File: config.mk
export PLATFORM = sky130hd
export DESIGN_NAME = qr_gate_sequencer
export DESIGN_NICKNAME = d
export VERILOG_FILES = /design/src/rtl/qr_gate_pkg.sv /design/src/rtl/qr_on_timer.sv /design/src/rtl/qr_off_timer.sv /design/src/rtl/qr_period_guard.sv /design/src/rtl/qr_gate_sequencer.sv
export SDC_FILE = /design/constraint.sdc
export NUM_CORES = 1
export LEC_CHECK = 0
export BUFFER_PORTS_ARGS = -buffer_cell sky130_fd_sc_hd__buf_2
export CAP_MARGIN = 5
export CORE_UTILIZATION = 45
export DETAILED_ROUTE_END_ITERATION = 7
export HOLD_SLACK_MARGIN = 0.15
export SLEW_MARGIN = 10
export SYNTH_ARGS = -nofsm -noshare
export SYNTH_HDL_FRONTEND = slang
export SYNTH_SLANG_ARGS = --single-unit
File: constraint.sdc
create_clock -name clk_i -period 4 [get_ports clk_i]
set_input_delay 0.2 -clock clk_i [delete_from_list [all_inputs] [get_ports clk_i]]
set_output_delay 0.2 -clock clk_i [all_outputs]
set_load 0.05 [all_outputs]
File: src/rtl/qr_gate_pkg.sv
package qr_gate_pkg;

   typedef enum logic [1:0] {
      PH_IDLE = 2'd0,
      PH_ON   = 2'd1,
      PH_OFF  = 2'd2
   } qr_phase_e;

   // Bits needed for a counter running 0 .. span-1.
   function automatic int cnt_width(input int span);
      return (span < 3) ? 1 : $clog2(span);
   endfunction

endpackage

File: src/rtl/qr_on_timer.sv
module qr_on_timer #(
   parameter int LEB_CYC    = 4,
   parameter int MAX_ON_CYC = 60
) (
   input  logic clk_i,
   input  logic rst_ni,
   input  logic active_i,
   input  logic trip_i,
   output logic stop_o
);
   localparam int            W    = qr_gate_pkg::cnt_width(MAX_ON_CYC);
   localparam logic [W-1:0]  LAST = W'(MAX_ON_CYC - 1);

   logic [W-1:0] cnt_q;
   logic         blank_done;

   // Counter is held at zero outside the on phase.
   always_ff @(posedge clk_i or negedge rst_ni) begin
      if (!rst_ni) begin
         cnt_q <= '0;
      end else if (!active_i) begin
         cnt_q <= '0;
      end else if (cnt_q != LAST) begin
         cnt_q <= cnt_q + 1'b1;
      end
   end

   generate
      if (LEB_CYC == 0) begin : g_no_blank
         assign blank_done = 1'b1;
      end else begin : g_blank
         localparam logic [W-1:0] LEB_V = W'(LEB_CYC);
         assign blank_done = (cnt_q >= LEB_V);
      end
   endgenerate

   assign stop_o = active_i & ((trip_i & blank_done) | (cnt_q == LAST));

endmodule

File: src/rtl/qr_off_timer.sv
module qr_off_timer #(
   parameter int OFF_BLANK_CYC = 6,
   parameter int DEMAG_TO_CYC  = 16,
   parameter int MAX_OFF_CYC   = 40
) (
   input  logic clk_i,
   input  logic rst_ni,
   input  logic active_i,
   input  logic valley_i,
   output logic req_o
);
   localparam int            W    = qr_gate_pkg::cnt_width(MAX_OFF_CYC);
   localparam logic [W-1:0]  LAST = W'(MAX_OFF_CYC - 1);

   logic [W-1:0] cnt_q;
   logic         window_open;
   logic         to_hit;

   always_ff @(posedge clk_i or negedge rst_ni) begin
      if (!rst_ni) begin
         cnt_q <= '0;
      end else if (!active_i) begin
         cnt_q <= '0;
      end else if (cnt_q != LAST) begin
         cnt_q <= cnt_q + 1'b1;
      end
   end

   generate
      if (OFF_BLANK_CYC == 0) begin : g_no_blank
         assign window_open = 1'b1;
      end else begin : g_blank
         localparam logic [W-1:0] BLANK_V = W'(OFF_BLANK_CYC);
         assign window_open = (cnt_q >= BLANK_V);
      end

      if (DEMAG_TO_CYC > 0) begin : g_timeout
         localparam logic [W-1:0] TO_V = W'(DEMAG_TO_CYC - 1);
         assign to_hit = (cnt_q == TO_V);
      end else begin : g_no_timeout
         assign to_hit = 1'b0;
      end
   endgenerate

   assign req_o = active_i & ((valley_i & window_open) | to_hit | (cnt_q == LAST));

endmodule

File: src/rtl/qr_period_guard.sv
module qr_period_guard #(
   parameter int MIN_PERIOD_CYC = 24
) (
   input  logic clk_i,
   input  logic rst_ni,
   input  logic flush_i,
   input  logic restart_i,
   input  logic req_i,
   output logic fire_o
);
   localparam int            W    = qr_gate_pkg::cnt_width(MIN_PERIOD_CYC);
   localparam logic [W-1:0]  LAST = W'(MIN_PERIOD_CYC - 1);

   logic [W-1:0] per_q;
   logic         held_q;
   logic         period_ok;

   // Cycles since the last turn-on, saturating at the period boundary.
   always_ff @(posedge clk_i or negedge rst_ni) begin
      if (!rst_ni) begin
         per_q <= '0;
      end else if (flush_i || restart_i) begin
         per_q <= '0;
      end else if (per_q != LAST) begin
         per_q <= per_q + 1'b1;
      end
   end

   // An early request is kept until the period allows it.
   always_ff @(posedge clk_i or negedge rst_ni) begin
      if (!rst_ni) begin
         held_q <= 1'b0;
      end else if (flush_i || restart_i) begin
         held_q <= 1'b0;
      end else if (req_i) begin
         held_q <= 1'b1;
      end
   end

   assign period_ok = (per_q == LAST);
   assign fire_o    = (req_i | held_q) & period_ok;

endmodule

File: src/rtl/qr_gate_sequencer.sv
module qr_gate_sequencer
   import qr_gate_pkg::*;
#(
   parameter int LEB_CYC        = 4,
   parameter int MAX_ON_CYC     = 60,
   parameter int OFF_BLANK_CYC  = 6,
   parameter int DEMAG_TO_CYC   = 16,
   parameter int MAX_OFF_CYC    = 40,
   parameter int MIN_PERIOD_CYC = 24,
   parameter bit VALLEY_EDGE    = 1'b0
) (
   input  logic clk_i,
   input  logic rst_ni,
   input  logic enable_i,
   input  logic cs_trip_i,
   input  logic valley_i,
   output logic gate_o,
   output logic on_pulse_o
);

   initial begin : g_param_chk
      assert (MAX_ON_CYC > LEB_CYC)
         else $error("MAX_ON_CYC must exceed LEB_CYC");
      assert (MAX_OFF_CYC > OFF_BLANK_CYC)
         else $error("MAX_OFF_CYC must exceed OFF_BLANK_CYC");
      assert (DEMAG_TO_CYC == 0 || (DEMAG_TO_CYC > OFF_BLANK_CYC && DEMAG_TO_CYC <= MAX_OFF_CYC))
         else $error("DEMAG_TO_CYC must be 0 or lie between the blank and the off clamp");
      assert (MIN_PERIOD_CYC >= 2)
         else $error("MIN_PERIOD_CYC must be at least 2");
   end

   qr_phase_e phase_q;
   logic      pulse_q;
   logic      valley_evt;
   logic      stop_on;
   logic      off_req;
   logic      fire;
   logic      turn_on;
   logic      turn_off;
   logic      in_on;
   logic      in_off;

   generate
      if (VALLEY_EDGE) begin : g_valley_edge
         logic valley_d;
         always_ff @(posedge clk_i or negedge rst_ni) begin
            if (!rst_ni) valley_d <= 1'b0;
            else         valley_d <= valley_i;
         end
         assign valley_evt = valley_i & ~valley_d;
      end else begin : g_valley_level
         assign valley_evt = valley_i;
      end
   endgenerate

   assign in_on  = (phase_q == PH_ON);
   assign in_off = (phase_q == PH_OFF);

   qr_on_timer #(
      .LEB_CYC    (LEB_CYC),
      .MAX_ON_CYC (MAX_ON_CYC)
   ) u_on (
      .clk_i    (clk_i),
      .rst_ni   (rst_ni),
      .active_i (in_on),
      .trip_i   (cs_trip_i),
      .stop_o   (stop_on)
   );

   qr_off_timer #(
      .OFF_BLANK_CYC (OFF_BLANK_CYC),
      .DEMAG_TO_CYC  (DEMAG_TO_CYC),
      .MAX_OFF_CYC   (MAX_OFF_CYC)
   ) u_off (
      .clk_i    (clk_i),
      .rst_ni   (rst_ni),
      .active_i (in_off),
      .valley_i (valley_evt),
      .req_o    (off_req)
   );

   qr_period_guard #(
      .MIN_PERIOD_CYC (MIN_PERIOD_CYC)
   ) u_guard (
      .clk_i     (clk_i),
      .rst_ni    (rst_ni),
      .flush_i   (~enable_i),
      .restart_i (turn_on),
      .req_i     (off_req),
      .fire_o    (fire)
   );

   assign turn_on  = enable_i & ((phase_q == PH_IDLE) | (in_off & fire));
   assign turn_off = enable_i & stop_on;

   always_ff @(posedge clk_i or negedge rst_ni) begin
      if (!rst_ni) begin
         phase_q <= PH_IDLE;
         pulse_q <= 1'b0;
      end else if (!enable_i) begin
         phase_q <= PH_IDLE;
         pulse_q <= 1'b0;
      end else begin
         pulse_q <= turn_on;
         if (turn_on) begin
            phase_q <= PH_ON;
         end else if (turn_off) begin
            phase_q <= PH_OFF;
         end
      end
   end

   assign gate_o     = in_on & enable_i;
   assign on_pulse_o = pulse_q & enable_i;

endmodule

Word-level counts from Yosys, hierarchy flattened
Cells that the tools add are included.

Equality and inequality tests: 12. $lt $le $gt $ge: 2. Add/sub/neg operators: 3. Multiplexer cells: 12. Reductions and logical operators: 4. Bitwise operators: 16.

Operators by type and width (count): two-way mux 6 bit (4); adder 6 x 1 -> 6 bit, second input constant (2); == test 6 bit, second input constant (2); greater-or-equal comparator 6 x 3 -> 1 bit, second input constant (2); inequality test 6 bit, second input constant (2); AND 1 bit (10); two-way mux 5 bit (2); == test 6 x 4 -> 1 bit, second input constant (1); two-way mux 2 bit (3); adder 5 x 1 -> 5 bit, second input constant (1); == test 5 bit, second input constant (1); inequality test 5 bit, second input constant (1); bitwise OR 1 bit (5); inequality test 2 x 1 -> 1 bit, second input constant (2); nonzero test 2 bit (2); two-way mux 1 bit (3); inequality test 3 x 1 -> 1 bit, second input constant (1); == test 2 x 1 -> 1 bit, second input constant (1); == test 2 bit, second input constant (1); logical NOT 2 bit (1); logical OR 1 bit (1); NOT 1 bit (1).

Register bits: 21. Output and inout bits: 2. Input bits: 5.

Logic depth before layout (Yosys ltp)
Depth in word-level cells: 12. Mapped depth: 6. Mapped depth without buffers: 6.

Hierarchy
Synthesis repeated with hierarchy kept, for this count alone.

Cell total of the unflattened synthesis: 115. Area, all modules: 1154.9 um2.

By module, submodules not included: qr_off_timer (sequential area each 150.1 um2, area an instance 366.6 um2, cells each 38, instances 1); qr_on_timer (sequential area each 150.1 um2, area an instance 346.6 um2, cells each 36, instances 1); qr_period_guard (sequential area each 150.1 um2, area an instance 287.8 um2, cells each 26, instances 1); qr_gate_sequencer (sequential area each 75.1 um2, area an instance 153.9 um2, cells each 15, instances 1).

Worst setup path before layout
No wires, ideal clock.

Path type: flip-flop to flip-flop. From: register u_off.cnt_q[0]. To: register pulse_q. Clock period less this slack: 1745 ps. Buffers on the path: 0. Slack: 2255 ps. Arrival time: 1619 ps. Stages on the path, launching flop included: 7. Setup time: 126 ps. Cells stage by stage: dfrtp_1 inv_1 ha_1 o21a_1 o41ai_1 a21oi_1 o311a_1.

Cells in the longest elaborated chain, start to end: 11.

RTL lines: start, declared (RTL line qr_off_timer.sv:15) `logic [W-1:0] cnt_q;`; start signal, assigned (RTL line qr_off_timer.sv:25) `cnt_q <= cnt_q + 1'b1;`; greater-or-equal comparator 6 x 3 -> 1 bit (RTL line qr_off_timer.sv:34) `assign window_open = (cnt_q >= BLANK_V);`; AND 1 bit (RTL line qr_off_timer.sv:45) `assign req_o = active_i & ((valley_i & window_open) | to_hit | (cnt_q == LAST));`; bitwise OR 1 bit (RTL line qr_off_timer.sv:45); bitwise OR 1 bit * (RTL line qr_off_timer.sv:45); AND 1 bit * (RTL line qr_off_timer.sv:45); bitwise OR 1 bit * (RTL line qr_period_guard.sv:41) `assign fire_o = (req_i | held_q) & period_ok;`; AND 1 bit * (RTL line qr_period_guard.sv:41); AND 1 bit * (RTL line qr_gate_sequencer.sv:93) `assign turn_on = enable_i & ((phase_q == PH_IDLE) | (in_off & fire));`; bitwise OR 1 bit * (RTL line qr_gate_sequencer.sv:93); AND 1 bit * (RTL line qr_gate_sequencer.sv:93); two-way mux 1 bit * (RTL line qr_gate_sequencer.sv:100) `end else if (!enable_i) begin`; end signal, assigned (RTL line qr_gate_sequencer.sv:104) `pulse_q <= turn_on;`; end, declared (RTL line qr_gate_sequencer.sv:33) `logic pulse_q;`.

Mark *: on every way between the ends. The rest lies on a longest branch, timed or not. A chain may end at the register's enable or synchronous reset.

Worst setup path in the final report
Ends and elaborated chain as after synthesis.

==> flow_summary.json <==
{
  "syn_to_final_growth_pct": 8.35,
  "seqPwrFrac": 0.615,
  "drtAntennaViolNets": 0,
  "clk_pin_slew_worst_paths_ns": 0.12,
  "ys_warn_count": 0,
  "reg2reg_depth": 6,
  "grt_max_degree": 22,
  "synthTopCellsByArea": "dfrtp_1 47%, ha_1 5.6%, nor2_1 5.0%",
  "hpwl_um": 1430,
  "tightest_slew_ns": 0.650,
  "hold_depth": 2,
  "ys_types": 33,
  "path_max_fanout": 4,
  "grt_setup_unrepaired": "false",
  "antenna_found_initial": 0,
  "worst_path_largest_cell_delay_ns": 0.54,
  "clkSinkCount": 21,
  "drv_slew": 0,
  "worst_r2r_endpoint": "pulse_q",
  "synth_nets": 124,
  "wl_per_cell_um": 13.0,
  "rows": 17,
  "fmax_ghz": 0.497,
  "die_h_um": 52.0,
  "min-delay-start": "enable_i",
  "synth_top_area_frac": 0.468,
  "ys_seq_area_frac": 0.468,
  "synthCells": 114,
  "hold_class": "input pin to register",
  "power_uw": 368,
  "r2r-start": "u_off.cnt_q[0]",
  "min_to": "pulse_q",
  "grt.total_usage": 0.176,
  "worst-setup-path-type": "register to register",
  "cts-root-buf": "clkbuf_4",
  "crit_chain": "inv_1 > ha_1 > o21a_1 > o41ai_1 > a21oi_1 > o311a_1",
  "cp_slowest_cell": "o41ai_1",
  "clockBufferDepth": 2,
  "p_per_area_nw_per_um2": 302,
  "first_pass_iters": 4,
  "synth_area_leader_cell": "dfrtp_1",
  "avgViaCountPerCell": 5.54,
  "nFillCells": 217,
  "layout_commonest_cell": "dfrtp_1",
  "cp-end-kind": "register",
  "insertion_delay_ns": 0.30,
  "final.period_utilization": 0.503,
  "p_switching_uw": 96.4,
  "relSlewSlack": 0.561,
  "gr-total-overflow": 0,
  "r2r_slack_ns": 1.99,
  "layout_common_cells": "21 x dfrtp_1, 15 x nor2_1, 7 x inv_1, 7 x nand2_1, 7 x nand3_1",
  "syn-cell-area_um2": 1120,
  "io_pins": 7,
  "ys_seq_elements": 21,
  "drc": 0,
  "wl_um": 1970,
  "n_antenna_cell": 0,
  "cap_violations": 0,
  "grt_pass1_wl_um": 3470,
  "static-leakage-power_nw": 0.551,
  "crit_required_ns": 4.20,
  "peakVddDrop_mv": 0.158,
  "hold_viol_final": 0,
  "post_cts_resized": 0,
  "coreArea_um2": 2280,
  "first_global_vias": 801,
  "vias": 837,
  "clkPwrFrac": 0.282,
  "status": "finished, final reports clean",
  "fin_nets": 134,
  "combPwrFrac": 0.103,
  "cts_tree": "yes",
  "p_int_uw": 272,
  "finalClockSkew_ns": 0.00740,
  "crit_arrival_ns": 2.22,
  "gp_congestion": 0.732,
  "drt_iter0_markers": 14,
  "die_w_um": 52.0,
  "cts_made_buffers": 3,
  "fin_crit_ns": 2.01,
  "setup_viol": 0,
  "die_area_um2": 2700,
  "p_sw_frac": 0.262,
  "final.setup.tns_ns": 0,
  "drive_gt1_frac": 0.0813,
  "htreeDepth": 1,
  "portBuffers": 6,
  "syn_avg_cell_area_um2": 9.86,
  "worstSetupStartpoint": "u_off.cnt_q[0]",
  "start_util": 0.494,
  "critPathLaunchType": "register"
}
-- Yosys cell counts --
cell type   n
ha_1        5
or4b_1      1
nand2b_1    1
o311a_1     2
inv_1       7
dfrtp_1    21
nand4b_1    2
xor2_1      6
a211oi_1    3
nor2b_1     1
o21a_1      1
or3_4       1
a21o_1      1
o41ai_1     2
a21oi_1     4
nor2_1     15
or3_1       1
and3_1      1
o211a_1     1
nor4_1      1
xnor2_1     6
nand2_1     7
o21ai_0     3
clkbuf_1    2
nor3b_1     1
nand3_1     7
nor3_1      3
a32oi_1     1
o211ai_1    2
and4b_1     1
a31oi_1     1
mux2i_1     2
and2_1      1
-- worst max path at each step --
| stage | cells past startpoint | slack [ns] | endpoint |
|---|---|---|---|
| 5_1_grt | 6 | 1.69 | phase_q[1] |
| 4_1_cts | 6 | 2.00 | phase_q[1] |
| 2_1_floorplan | 6 | 2.25 | pulse_q |
| 6_report | 6 | 1.99 | pulse_q |
| 3_5_place_dp | 6 | 2.04 | phase_q[1] |
| 3_3_place_gp | 6 | 2.10 | pulse_q |
-- metrics by stage --
step | instances | hold slack (ns) | util | setup WS (ns) | instance area (um^2)
after floorplan | 114 | -0.0956 | - | 2.25 | 1120
after global routing | 151 | 0.169 | 0.535 | 1.69 | 1220
final | 151 | 0.173 | 0.535 | 1.99 | 1220
after CTS | 151 | 0.158 | 0.535 | 2.00 | 1220
after global placement | 146 | 0.188 | 0.519 | 2.10 | 1180
after detailed placement | 146 | 0.192 | 0.519 | 2.04 | 1180
-- what timing repair did --
| item | CTS | global route |
|---|---|---|
| setup buffers | 0 | 0 |
| hold buffers | 1 | 0 |
| hold endpoints to repair | 21 | 0 |
-- critical path, delay by kind of cell, from the launching register on --
| kind | cells | cell delay, ns |
|---|---|---|
| AO/OA/AOI/OAI | 4 | 1.25 |
| buffers and inverters | 1 | 0.06 |
| adder cells (fa/ha/maj) | 1 | 0.19 |
| flip-flops | 1 | 0.42 |
-- power by group through the flow --
stage                     registers, mW  logic [mW]  clock network, mW
after detailed placement          0.230      0.0378                  0
after global placement            0.230      0.0369                  0
final                             0.226      0.0379              0.104
after global routing              0.227      0.0428              0.119
after CTS                         0.226      0.0386              0.111
after floorplan                   0.228      0.0258                  0
-- cell families after synthesis --
kind of cell               count (synthesis)  synth area share
and+or+nand+nor                           44             0.202
AOI/OAI and AO/OA                         21             0.134
xor gates and xnor gates                  12            0.0935
buffers and inverters                      9            0.0301
DFF                                       21             0.468
adders and majority gates                  5            0.0557
muxes                                      2            0.0178
-- per-layer routing --
layer / GRT usage / vias up / wire, um
met5: 0 / - / 0
met4: 0.0811 / 0 / 0
met3: 0.0263 / 0 / 61
met2: 0.286 / 18 / 921
met1: 0.229 / 400 / 983
li1: - / 419 / -
-- area by class of cell --
| class | instances | area [um^2] | area share |
|---|---|---|---|
| Inverter | 7 | 26.3 | 0.0216 |
| Timing Repair Buffer | 7 | 40.0 | 0.0329 |
| Clock buffer | 4 | 26.3 | 0.0216 |
| Tap cell | 28 | 35.0 | 0.0288 |
| Multi-Input combinational cell | 84 | 564 | 0.464 |
| Sequential cell | 21 | 526 | 0.432 |
-- registers in the layout (all words and copies together), names as in the netlist --
name            count
pulse_q             1
phase_q             2
u_on.cnt_q          6
u_off.cnt_q         6
u_guard.held_q      1
u_guard.per_q       5
Note: power is estimated with default switching activity, not from simulation.
